<file path="config.mk">
export PLATFORM = sky130hd
export DESIGN_NAME = xpose_agen
export DESIGN_NICKNAME = d
export VERILOG_FILES = /design/src/rtl/xpose_pkg.sv /design/src/rtl/xpose_idx_cnt.sv /design/src/rtl/xpose_addr_map.sv /design/src/rtl/xpose_agen.sv
export SDC_FILE = /design/constraint.sdc
export NUM_CORES = 1
export LEC_CHECK = 0
export ABC_AREA = 1
export BUFFER_PORTS_ARGS = -buffer_cell sky130_fd_sc_hd__clkbuf_2
export CORE_MARGIN = 3
export CORE_UTILIZATION = 51
export DETAILED_ROUTE_END_ITERATION = 7
export PLACE_DENSITY = 0.88
export SLEW_MARGIN = 30
export SYNTH_ARGS = -nofsm -noshare
export SYNTH_HDL_FRONTEND = slang
export SYNTH_SLANG_ARGS = --single-unit
export TNS_END_PERCENT = 100
</file>
<file path="constraint.sdc">
create_clock -name clk -period 2.56 [get_ports clk]
set_input_delay 0.512 -clock clk [delete_from_list [all_inputs] [get_ports clk]]
set_output_delay 0.512 -clock clk [all_outputs]
set_load 0.005 [all_outputs]
</file>
<file path="src/rtl/xpose_pkg.sv">
package xpose_pkg;

    typedef enum logic [1:0] {
        XM_ROWCOL = 2'd0,
        XM_DEPTH  = 2'd1,
        XM_LINEAR = 2'd2,
        XM_SPARE  = 2'd3
    } xmode_e;

    // The spare code is folded onto linear mode.
    function automatic xmode_e norm_mode(logic [1:0] code);
        xmode_e m;
        if (code == 2'd3) m = XM_LINEAR;
        else              m = xmode_e'(code);
        return m;
    endfunction

endpackage

</file>
<file path="src/rtl/xpose_idx_cnt.sv">
module xpose_idx_cnt #(
    parameter int LOG2N = 3
) (
    input  logic             clk,
    input  logic             rst,
    input  logic             step,
    input  logic             restart,
    output logic [LOG2N-1:0] col,
    output logic [LOG2N-1:0] row,
    output logic [LOG2N-1:0] slc,
    output logic             plane_end,
    output logic             vol_end
);
    localparam int AW = 3 * LOG2N;

    logic [AW-1:0]              idx_q;
    logic [AW-1:0]              base;
    logic [2:0][LOG2N-1:0]      dig;

    // A restarting pass computes from index zero, not from the stored count.
    assign base = restart ? '0 : idx_q;

    genvar g;
    generate
        for (g = 0; g < 3; g++) begin : g_digit
            assign dig[g] = base[g*LOG2N +: LOG2N];
        end
    endgenerate

    assign col       = dig[0];
    assign row       = dig[1];
    assign slc       = dig[2];
    assign plane_end = &base[2*LOG2N-1:0];
    assign vol_end   = &base;

    always_ff @(posedge clk) begin
        if (rst)       idx_q <= '0;
        else if (step) idx_q <= base + 1'b1;
    end

endmodule

</file>
<file path="src/rtl/xpose_addr_map.sv">
module xpose_addr_map
    import xpose_pkg::*;
#(
    parameter int LOG2N = 3
) (
    input  xmode_e             mode,
    input  logic [LOG2N-1:0]   col,
    input  logic [LOG2N-1:0]   row,
    input  logic [LOG2N-1:0]   slc,
    output logic [3*LOG2N-1:0] addr
);
    always_comb begin
        unique case (mode)
            XM_ROWCOL: addr = {slc, col, row};   // s*N^2 + c*N + r
            XM_DEPTH:  addr = {row, col, slc};   // (r*N + c)*N + s
            default:   addr = {slc, row, col};   // arrival order
        endcase
    end

endmodule

</file>
<file path="src/rtl/xpose_agen.sv">
module xpose_agen
    import xpose_pkg::*;
#(
    parameter int LOG2N  = 3,
    parameter int DATA_W = 16
) (
    input  logic                 clk,
    input  logic                 rst,
    input  logic [1:0]           mode_sel,
    input  logic                 in_valid,
    input  logic [DATA_W-1:0]    in_data,
    output logic                 mem_we,
    output logic [3*LOG2N-1:0]   mem_addr,
    output logic [DATA_W-1:0]    mem_wdata,
    output logic                 done,
    output logic                 busy
);
    localparam int AW = 3 * LOG2N;

    xmode_e           mode_q;
    xmode_e           m_eff;
    logic             busy_q;
    logic             restart;
    logic             last_word;
    logic [LOG2N-1:0] col, row, slc;
    logic             plane_end, vol_end;
    logic [AW-1:0]    addr_nx;

    // Outside a pass the live selection applies; inside, the held one does.
    assign m_eff     = busy_q ? mode_q : norm_mode(mode_sel);
    assign restart   = !busy_q && (m_eff != XM_ROWCOL);
    assign last_word = (m_eff == XM_ROWCOL) ? plane_end : vol_end;

    xpose_idx_cnt #(.LOG2N(LOG2N)) u_cnt (
        .clk       (clk),
        .rst       (rst),
        .step      (in_valid),
        .restart   (restart),
        .col       (col),
        .row       (row),
        .slc       (slc),
        .plane_end (plane_end),
        .vol_end   (vol_end)
    );

    xpose_addr_map #(.LOG2N(LOG2N)) u_map (
        .mode (m_eff),
        .col  (col),
        .row  (row),
        .slc  (slc),
        .addr (addr_nx)
    );

    always_ff @(posedge clk) begin
        if (rst) begin
            mode_q    <= XM_ROWCOL;
            busy_q    <= 1'b0;
            mem_we    <= 1'b0;
            mem_addr  <= '0;
            mem_wdata <= '0;
            done      <= 1'b0;
        end else begin
            mem_we <= in_valid;
            done   <= in_valid && last_word;
            if (in_valid) begin
                mem_addr  <= addr_nx;
                mem_wdata <= in_data;
                busy_q    <= !last_word;
                if (!busy_q) mode_q <= m_eff;
            end
        end
    end

    assign busy = busy_q;

    // one accepted word becomes one write carrying the same data
    p_one_write_r2: assert property (@(posedge clk) disable iff (rst)
        in_valid |=> (mem_we && mem_wdata == $past(in_data)));

    // no accepted word, no write
    p_no_write_r2: assert property (@(posedge clk) disable iff (rst)
        !in_valid |=> !mem_we);

    // done only comes with a write
    p_done_with_write_r4: assert property (@(posedge clk) disable iff (rst)
        done |-> mem_we);

    // done lasts a single cycle
    p_done_pulse_r7: assert property (@(posedge clk) disable iff (rst)
        done |=> !done);

    // busy is low at the end of a pass
    p_busy_low_at_done_r9: assert property (@(posedge clk) disable iff (rst)
        done |-> !busy);

    // the held mode does not change inside a pass
    p_mode_hold_r8: assert property (@(posedge clk) disable iff (rst)
        busy_q |=> $stable(mode_q));

endmodule

</file>
==> impl_metrics.ini, run 1 <==
[synthesis]
synth_area_leader_cell = dfxtp_1
synth_ff_type = dfxtp_1
ys_warn_count = 0
syn_nets = 279
synthArstFlopShare_pct = 0
ys_types = 25
synth_area_sq_um = 1808
yosysMostFrequentCell = nor2_1
synth-seq-cells = 39
yosysSeqAreaShare_pct = 43.18
ys_top_cells_by_count = nor2_1 (61), dfxtp_1 (39), nand2_1 (37), inv_1 (29), o21ai_0 (29)
syn_inst = 256
synth_area_leaders = dfxtp_1 (43%), nor2_1 (13%), o21ai_0 (8.0%)
synth.avg_cell_area_sq_um = 7.062
synth-edff-count = 0
synth_top_cell_area_share_pct = 43.18

[floorplanning]
initial_utilization_pct = 56.45
num_rows = 20
coreArea_sq_um = 3203
die_h_microns = 65.54
die_x_microns = 65.54
design.die.area_sq_um = 4295
num_io_pins = 49

[route]
routed-wl-met3_microns = 290
firstDrtPassIters = 4
num_vias = 1755
route.met2.wl_microns = 1959
viasPerCell = 5.000
top_layer_used = met4
drc = 0
drtIter0Drc = 165
wl_microns = 4277
m1WireLength_microns = 1941
wl_per_cell_microns = 12.19
ant_nets = 0

[final_layout]
n_fill_cell = 310
final_cell_area_sq_um = 2161
final_nets = 329
diodes = 0
finalNonFillerCells = 351
area_delta_synth_final_pct = 19.52
drive_gt1_share_pct = 24.43

[power_and_ir_drop]
p_total_mw = 1.218
p_leak_nw = 1.099
vdd_drop_max_mv = 0.3940
power.density_nw_per_um2 = 563.5

[place]
gp_congestion = 0.8993
dpl_cell_area_sq_um = 2091
placed_cells = 343
port_buffers = 48
hpwl_microns = 3076

[clock_network]
clk_latency_ns = 0.35
clk_pin_slew_worst_paths_ns = 0.11
cts_root_buffer = clkbuf_4
postCtsSetupBuffers = 0
cts-htree-levels = 2
cts_tree = done
cts_buffer_depth = 2
numCtsBuffers = 5
clock-sinks = 39

[grt]
grt_max_degree = 36
grt_pass1_wl_microns = 7300
grt_overflow = 0
grt_antenna_before_repair = 0
track_usage_pct = 21.75
grt_pass1_vias = 1706

[worst_setup_path]
critical_path.top_delay_family = simple AND/OR/NAND/NOR gates
cp.required_ns = 2.84
critical_path_class = flop to flop
crit_fanout = 8
critical_path.endpoint_type = flop
cp.arrival_ns = 2.59
slowest_delay_ns = 0.37
path_buf_inv = 5
crit_chain = inv_2, nand2_1, nand2_2, nand3_4, nand2_4, inv_1, nor2_1, ha_1, nand2_1, inv_1, nand3_1, inv_1, nand2_1, nor3_1, ha_1, inv_1, a21oi_1, nand2_1, nor2_1
cpMaxStageDelayCell = dfxtp_2
start_kind = flop

[timing]
fin_crit_sh_pct = 89.92
relSlewSlack_pct = 78.50
setup_viol = 0
worst_slew_pin_slew_ns = 0.3205
report.final.hold_viol_count = 0
fmax_ghz = 0.4344
rsz0062_at_grt = false
finalWorstPathRequiredPeriod_ns = 2.302
skew_ns = 0.01171
final-max-slew-violation-count = 0
fin_tns_setup_ns = 0

[worst_hold_path]
hold_class = primary input to flop

[flow_run]
maxCapViolCount = 0

[status]
status = complete, no violations
-- sequential cells by signal (all words and copies together), names as in the netlist --
register / cells
mem_wdata: 16
mem_addr: 9
u_cnt.idx_q: 9
mode_q: 2
busy: 1
done: 1
mem_we: 1
-- layout make-up --
cell class / instances / area, sq um / area share (%)
sequential: 39 / 782.0 / 36.19
multi-input combinational: 175 / 853.3 / 39.49
clock buffer: 8 / 68.82 / 3.185
inverter: 31 / 116.4 / 5.385
tap: 44 / 55.05 / 2.548
timing repair buffer: 54 / 285.3 / 13.20
-- through the flow --
stage          util, %  hold WS (ns)  setup slack (ns)
2_1_floorplan        -        0.4453            0.2455
3_3_place_gp     65.27        0.4767            0.1845
3_5_place_dp     65.27        0.4848           0.04754
4_1_cts          67.42        0.3822            0.1824
5_1_grt          67.46        0.3880          0.004689
6_report         67.46        0.3807            0.2579
-- per-layer routing --
metal  GRT usage [%]  vias to the layer above
met1           26.48                      772
li1                -                      907
met5               0                        -
met2           36.66                       67
met4           9.326                        0
met3           4.786                        9
-- kinds of logic after synthesis --
group	Yosys count	synth area share [%]
AOI/OAI and AO/OA	49	15.09
adders and majority gates	2	1.384
buffers and inverters	42	9.619
DFF	39	43.18
and+or+nand+nor	124	30.73
-- power by group --
group | leakage, nW | internal (mW) | switching (mW)
registers | 0.322 | 0.642 | 0.0208
logic | 0.738 | 0.0780 | 0.124
clock network | 0.0386 | 0.162 | 0.191
total | 1.10 | 0.882 | 0.336
-- worst register-to-register path: cells and delay by family (launching register included) --
kind | cells | cell delay (ns)
AO/OA/AOI/OAI | 1 | 0.17
adder cells (fa/ha/maj) | 2 | 0.36
buffers and inverters | 5 | 0.35
flip-flops | 1 | 0.37
AND/OR/NAND/NOR | 11 | 1.00
-- repair_timing --
item / CTS / global route
resized for setup: 0 / 1
setup endpoints to repair: 0 / 2
hold buffers: 0 / 0
endpoints found under the hold margin: 0 / 0
-- path summary, 6_finish.rpt --
check / from / end / slack (ns) / depth (start not counted)
max: busy / done / 0.26 / 19
max reg2reg: busy / done / 0.26 / 19
min: in_data[10] / mem_wdata[10] / 0.38 / 3
min reg2reg: u_cnt.idx_q[8] / u_cnt.idx_q[8] / 0.50 / 2
-- layout by cell type, fill, tap and decap left out, drive strengths merged --
cell type,n
nand2,44
buf,6
a31oi,3
o21ai,30
o22ai,2
clkinv,1
a21oi,10
dfxtp,39
nor3,1
nand3,15
o211ai,3
and3,1
a211oi,1
clkbuf,56
nor2,63
inv,30
ha,2
(Power assumes the default switching activity.)
==> inputs of run 2 (changes only) <==
==> constraint.sdc (replaced) <==
create_clock -name clk -period 2.56 [get_ports clk]
set_input_delay 0.128 -clock clk [delete_from_list [all_inputs] [get_ports clk]]
set_output_delay 0.128 -clock clk [all_outputs]
set_load 0.005 [all_outputs]
==> impl_metrics.ini, run 2 (synthesized netlist as in run 1, its figures left out) <==
[place]
port_buffers = 48
gp_congestion = 0.9235
hpwl_microns = 3033

[worst_setup_path]
critical_path_class = flop to flop
crit_path_start = busy
crit_fanout = 8
crit_top_cell = inv_1
cp.arrival_ns = 2.51
cp.required_ns = 2.80
critical_path.endpoint_type = flop
slowest_delay_ns = 0.37
rrSetupSlack_ns = 0.29
worstReg2RegEnd = busy
rr_startpoint = busy
path_buf_inv = 5
critical_path.top_delay_family = simple AND/OR/NAND/NOR gates
reg2reg_depth = 18
crit_chain = inv_2, nand2_1, nand2_4, nand3_4, nand2_4, inv_1, nor2_2, ha_1, nand2_1, inv_1, nand3_1, inv_1, nand2_1, nor3_1, ha_1, inv_1, a21oi_2, a21oi_1
cpMaxStageDelayCell = dfxtp_2
start_kind = flop

[final_layout]
n_fill_cell = 283
layout_commonest_cell = nor2_1
area_delta_synth_final_pct = 25.67
largest_reg_flops = 16
final_cell_mix = nor2_1 (59), clkbuf_2 (48), dfxtp_1 (38)
multiInputGateArea_sq_um = 867.1
final_nets = 339
reg_top3 = mem_wdata: 16 flops, mem_addr: 9 flops, u_cnt.idx_q: 9 flops
seqCellArea_sq_um = 782.0
largest_register = mem_wdata
drive_gt1_share_pct = 23.73

[worst_hold_path]
min_delay_path_depth = 3
hp-start = in_data[2]
hold_end = mem_wdata[2]
hold_class = primary input to flop

[power_and_ir_drop]
power.density_nw_per_um2 = 532.1
p_total_mw = 1.209
vdd_drop_max_mv = 0.3321
p_leak_nw = 1.137

[clock_network]
clk_latency_ns = 0.36
clock-sinks = 39
cts_buffer_depth = 2
cts-htree-levels = 2
clk_pin_slew_worst_paths_ns = 0.11
postCtsSetupBuffers = 0
numCtsBuffers = 5
cts_tree = done
cts_root_buffer = clkbuf_4

[timing]
final-max-slew-violation-count = 0
relSlewSlack_pct = 48.15
fin_crit_sh_pct = 88.59
fin_tns_setup_ns = 0
finalWorstPathRequiredPeriod_ns = 2.268
worst_slew_pin_slew_ns = 0.7769
report.final.hold_viol_count = 0
rsz0062_at_grt = false
fmax_ghz = 0.4409
skew_ns = 0.01100
setup_viol = 0

[grt]
grt_max_degree = 31
grt_pass1_wl_microns = 7838
grt_pass1_vias = 1754
grt_overflow = 0
grt_antenna_before_repair = 0
track_usage_pct = 23.91

[route]
num_vias = 1842
drc = 0
firstDrtPassIters = 4
wl_per_cell_microns = 12.96
ant_nets = 0
wl_microns = 4680
drtIter0Drc = 110
viasPerCell = 5.102

[floorplanning]
num_io_pins = 49
num_rows = 20
die_x_microns = 65.54
die_h_microns = 65.54
initial_utilization_pct = 56.45
design.die.area_sq_um = 4295
coreArea_sq_um = 3203

[flow_run]
maxCapViolCount = 0

[status]
status = complete, no violations
[run 2: cell count changes in the layout (fill, tap and decap cells not counted), moves of 2 or more]
cell	change
nor2_1	-2
dlygate4sd3_1	+13
buf_4	-3
nor2_2	+2
[run 2: cell type report]
cell class,count,share of cell area [%]
Multi-Input combinational cell,175,38.16
Sequential cell,39,34.42
Timing Repair Buffer,64,17.29
Inverter,31,5.121
Tap cell,44,2.423
Clock buffer,6,2.258
Clock inverter,1,0.2203
Antenna cell,1,0.1101
[run 2: metrics by stage]
stage               cells  cell area [sq um]  hold WS (ns)  setup slack (ns)  util (%)
floorplan             256               1808        0.2629            0.3468         -
global placement      340               2068        0.3483            0.2736     64.57
detailed placement    340               2068        0.3530            0.2006     64.57
CTS                   359               2245    0.00006320            0.1792     70.08
global route          360               2270     0.0009522           0.01733     70.86
finish                361               2272      0.001322            0.2921     70.94
[run 2: how the worst max path moves through the flow]
stage	to	slack, ns	cells after the start
3_5_place_dp	done	0.20	18
6_report	busy	0.29	18
2_1_floorplan	u_cnt.idx_q[8]	0.35	16
5_1_grt	done	0.02	19
4_1_cts	done	0.18	18
3_3_place_gp	done	0.27	18
[run 2: power breakdown]
group          internal [mW]  leakage [nW]  total [mW]  switching [mW]
Sequential             0.642         0.322       0.663          0.0210
Clock                  0.127        0.0341       0.326           0.198
Combinational         0.0890         0.781       0.220           0.131
[run 2: worst min-delay path, cell delays in order]
cell and delay [ns]:
clkbuf_2 0.07, nor2_1 0.03, nor2_1 0.09
[run 2: per-layer routing]
metal	GRT usage, %	share of wire, %
met1	27.56	42
met2	39.95	49
met3	5.641	6.6
met4	14.25	2.4
met5	0	0
[run 2: repair_timing]
action / CTS / global route
hold buffers: 12 / 1
hold endpoints to repair: 12 / 1
resized for setup: 0 / 6
setup endpoints to repair: 0 / 3
==> inputs of run 3 (changes only) <==
--- a/config.mk
+++ b/config.mk
@@ -10,6 +10,7 @@
 export CORE_MARGIN = 3
 export CORE_UTILIZATION = 51
 export DETAILED_ROUTE_END_ITERATION = 7
+export MAX_ROUTING_LAYER = met4
 export PLACE_DENSITY = 0.88
 export SLEW_MARGIN = 30
 export SYNTH_ARGS = -nofsm -noshare
==> impl_metrics.ini, run 3 (synthesized netlist as in run 1, its figures left out) <==
[final_layout]
reg_top3 = mem_wdata: 16 flops, mem_addr: 9 flops, u_cnt.idx_q: 9 flops
drive_gt1_share_pct = 24.14
layout_commonest_cell = nor2_1
largest_register = mem_wdata
final_nets = 341
diodes = 0
largest_reg_flops = 16
finalNonFillerCells = 363
final_cell_mix = nor2_1 (59), clkbuf_2 (48), dfxtp_1 (38)
area_delta_synth_final_pct = 28.30
final_cell_area_sq_um = 2320

[floorplanning]
die_h_microns = 65.54
initial_utilization_pct = 56.45
coreArea_sq_um = 3203
design.die.area_sq_um = 4295
num_rows = 20
num_io_pins = 49
die_x_microns = 65.54

[grt]
track_usage_pct = 23.49
grt_antenna_before_repair = 0
grt_max_degree = 41
grt_overflow = 0
grt_pass1_wl_microns = 7645
grt_pass1_vias = 1753

[timing]
fin_tns_setup_ns = 0
worst_slew_pin_slew_ns = 0.8234
fmax_ghz = 0.4262
finalWorstSetupSlack_ns = 0.2136
relSlewSlack_pct = 45.05
skew_ns = 0.01599
finalWorstPathRequiredPeriod_ns = 2.346
fin_crit_sh_pct = 91.66
final-max-slew-violation-count = 0
setup_viol = 0
report.final.hold_viol_count = 0

[worst_setup_path]
rr_startpoint = busy
crit_fanout = 8
critical_path.endpoint_type = flop
cp.arrival_ns = 2.59
path_buf_inv = 4
start_kind = flop
cp.required_ns = 2.81
reg2reg_depth = 17
critical_path_class = flop to flop
path_depth = 17
slowest_delay_ns = 0.38
rrSetupSlack_ns = 0.21
critical_path.top_delay_family = simple AND/OR/NAND/NOR gates
worstReg2RegEnd = u_cnt.idx_q[8]
crit_chain = inv_2, nand2_1, nand2_4, nand3_4, nand2_4, inv_1, nor2_2, ha_1, nand2_1, inv_1, nand3_1, inv_1, nand2_1, nor3_2, ha_1, o21ai_1, a21oi_1
cpMaxStageDelayCell = dfxtp_2

[clock_network]
clock-sinks = 39
numCtsBuffers = 5
cts_root_buffer = clkbuf_4
cts_tree = done
clk_pin_slew_worst_paths_ns = 0.12
clk_latency_ns = 0.36
cts_buffer_depth = 2
cts-htree-levels = 2
postCtsSetupBuffers = 0

[place]
dpl_cell_area_sq_um = 2068
dpl_worst_slack_ns = 0.1551
port_buffers = 48
placed_cells = 340
gp_congestion = 0.9518
hpwl_microns = 2960

[route]
firstDrtPassIters = 5
ant_nets = 0
num_vias = 1869
wl_per_cell_microns = 12.90
wl_microns = 4684
drtIter0Drc = 147
viasPerCell = 5.149
drc = 0

[worst_hold_path]
hold_class = primary input to flop
hp-start = in_data[15]
hold_end = mem_wdata[15]
min_delay_path_depth = 3

[power_and_ir_drop]
power.density_nw_per_um2 = 564.4
vdd_drop_max_mv = 0.4098
p_leak_nw = 1.156

[flow_run]
maxCapViolCount = 0

[status]
status = complete, no violations
run 3: cell type report:
cell class	instances	area (sq um)
tap	44	55.05
clock inverter	3	43.79
clock buffer	5	37.54
fill	282	883.3
multi-input combinational	175	872.1
timing repair buffer	66	412.9
inverter	31	116.4
sequential	39	782.0
run 3: through the flow:
| step | hold WS [ns] | total power, mW | utilization [%] |
|---|---|---|---|
| after detailed placement | 0.3621 | 0.8727 | 64.57 |
| after floorplan | 0.2629 | 0.8062 | - |
| after global placement | 0.3480 | 0.8666 | 64.57 |
| after global routing | 0.01102 | 1.369 | 72.42 |
| final | 0.01139 | 1.309 | 72.42 |
| after CTS | 0.003971 | 1.305 | 71.48 |
run 3: how the worst max path moves through the flow:
stage,end,startpoint,slack [ns]
CTS,done,busy,0.12
detailed placement,u_cnt.idx_q[8],busy,0.16
finish,u_cnt.idx_q[8],busy,0.21
global placement,u_cnt.idx_q[8],busy,0.27
floorplan,u_cnt.idx_q[8],busy,0.35
global route,done,busy,-0.05
run 3: worst reg2reg max path: stages (launching register included):
cell     delay [ns]
dfxtp_2        0.38
inv_2          0.09
nand2_1        0.09
nand2_4        0.10
nand3_4        0.11
nand2_4        0.08
inv_1          0.10
nor2_2         0.12
ha_1           0.17
nand2_1        0.06
inv_1          0.05
nand3_1        0.12
inv_1          0.08
nand2_1        0.09
nor3_2         0.14
ha_1           0.25
o21ai_1        0.14
a21oi_1        0.06
run 3: where the power goes:
group	internal [mW]	total (mW)	switching (mW)
combinational	0.0915	0.225	0.133
clock	0.205	0.421	0.215
sequential	0.642	0.664	0.0213
total	0.939	1.31	0.370
run 3: layer usage:
layer  share of wire (%)  global-route usage [%]
met5                   0                       -
met4                 1.3                   7.513
met3                 6.4                   6.325
met2                  49                   39.06
met1                  44                   27.62
run 3: repair_timing:
item	CTS	global route
hold buffers	14	1
gates resized for setup	0	7
setup endpoints to repair	0	3
endpoints found under the hold margin	14	1
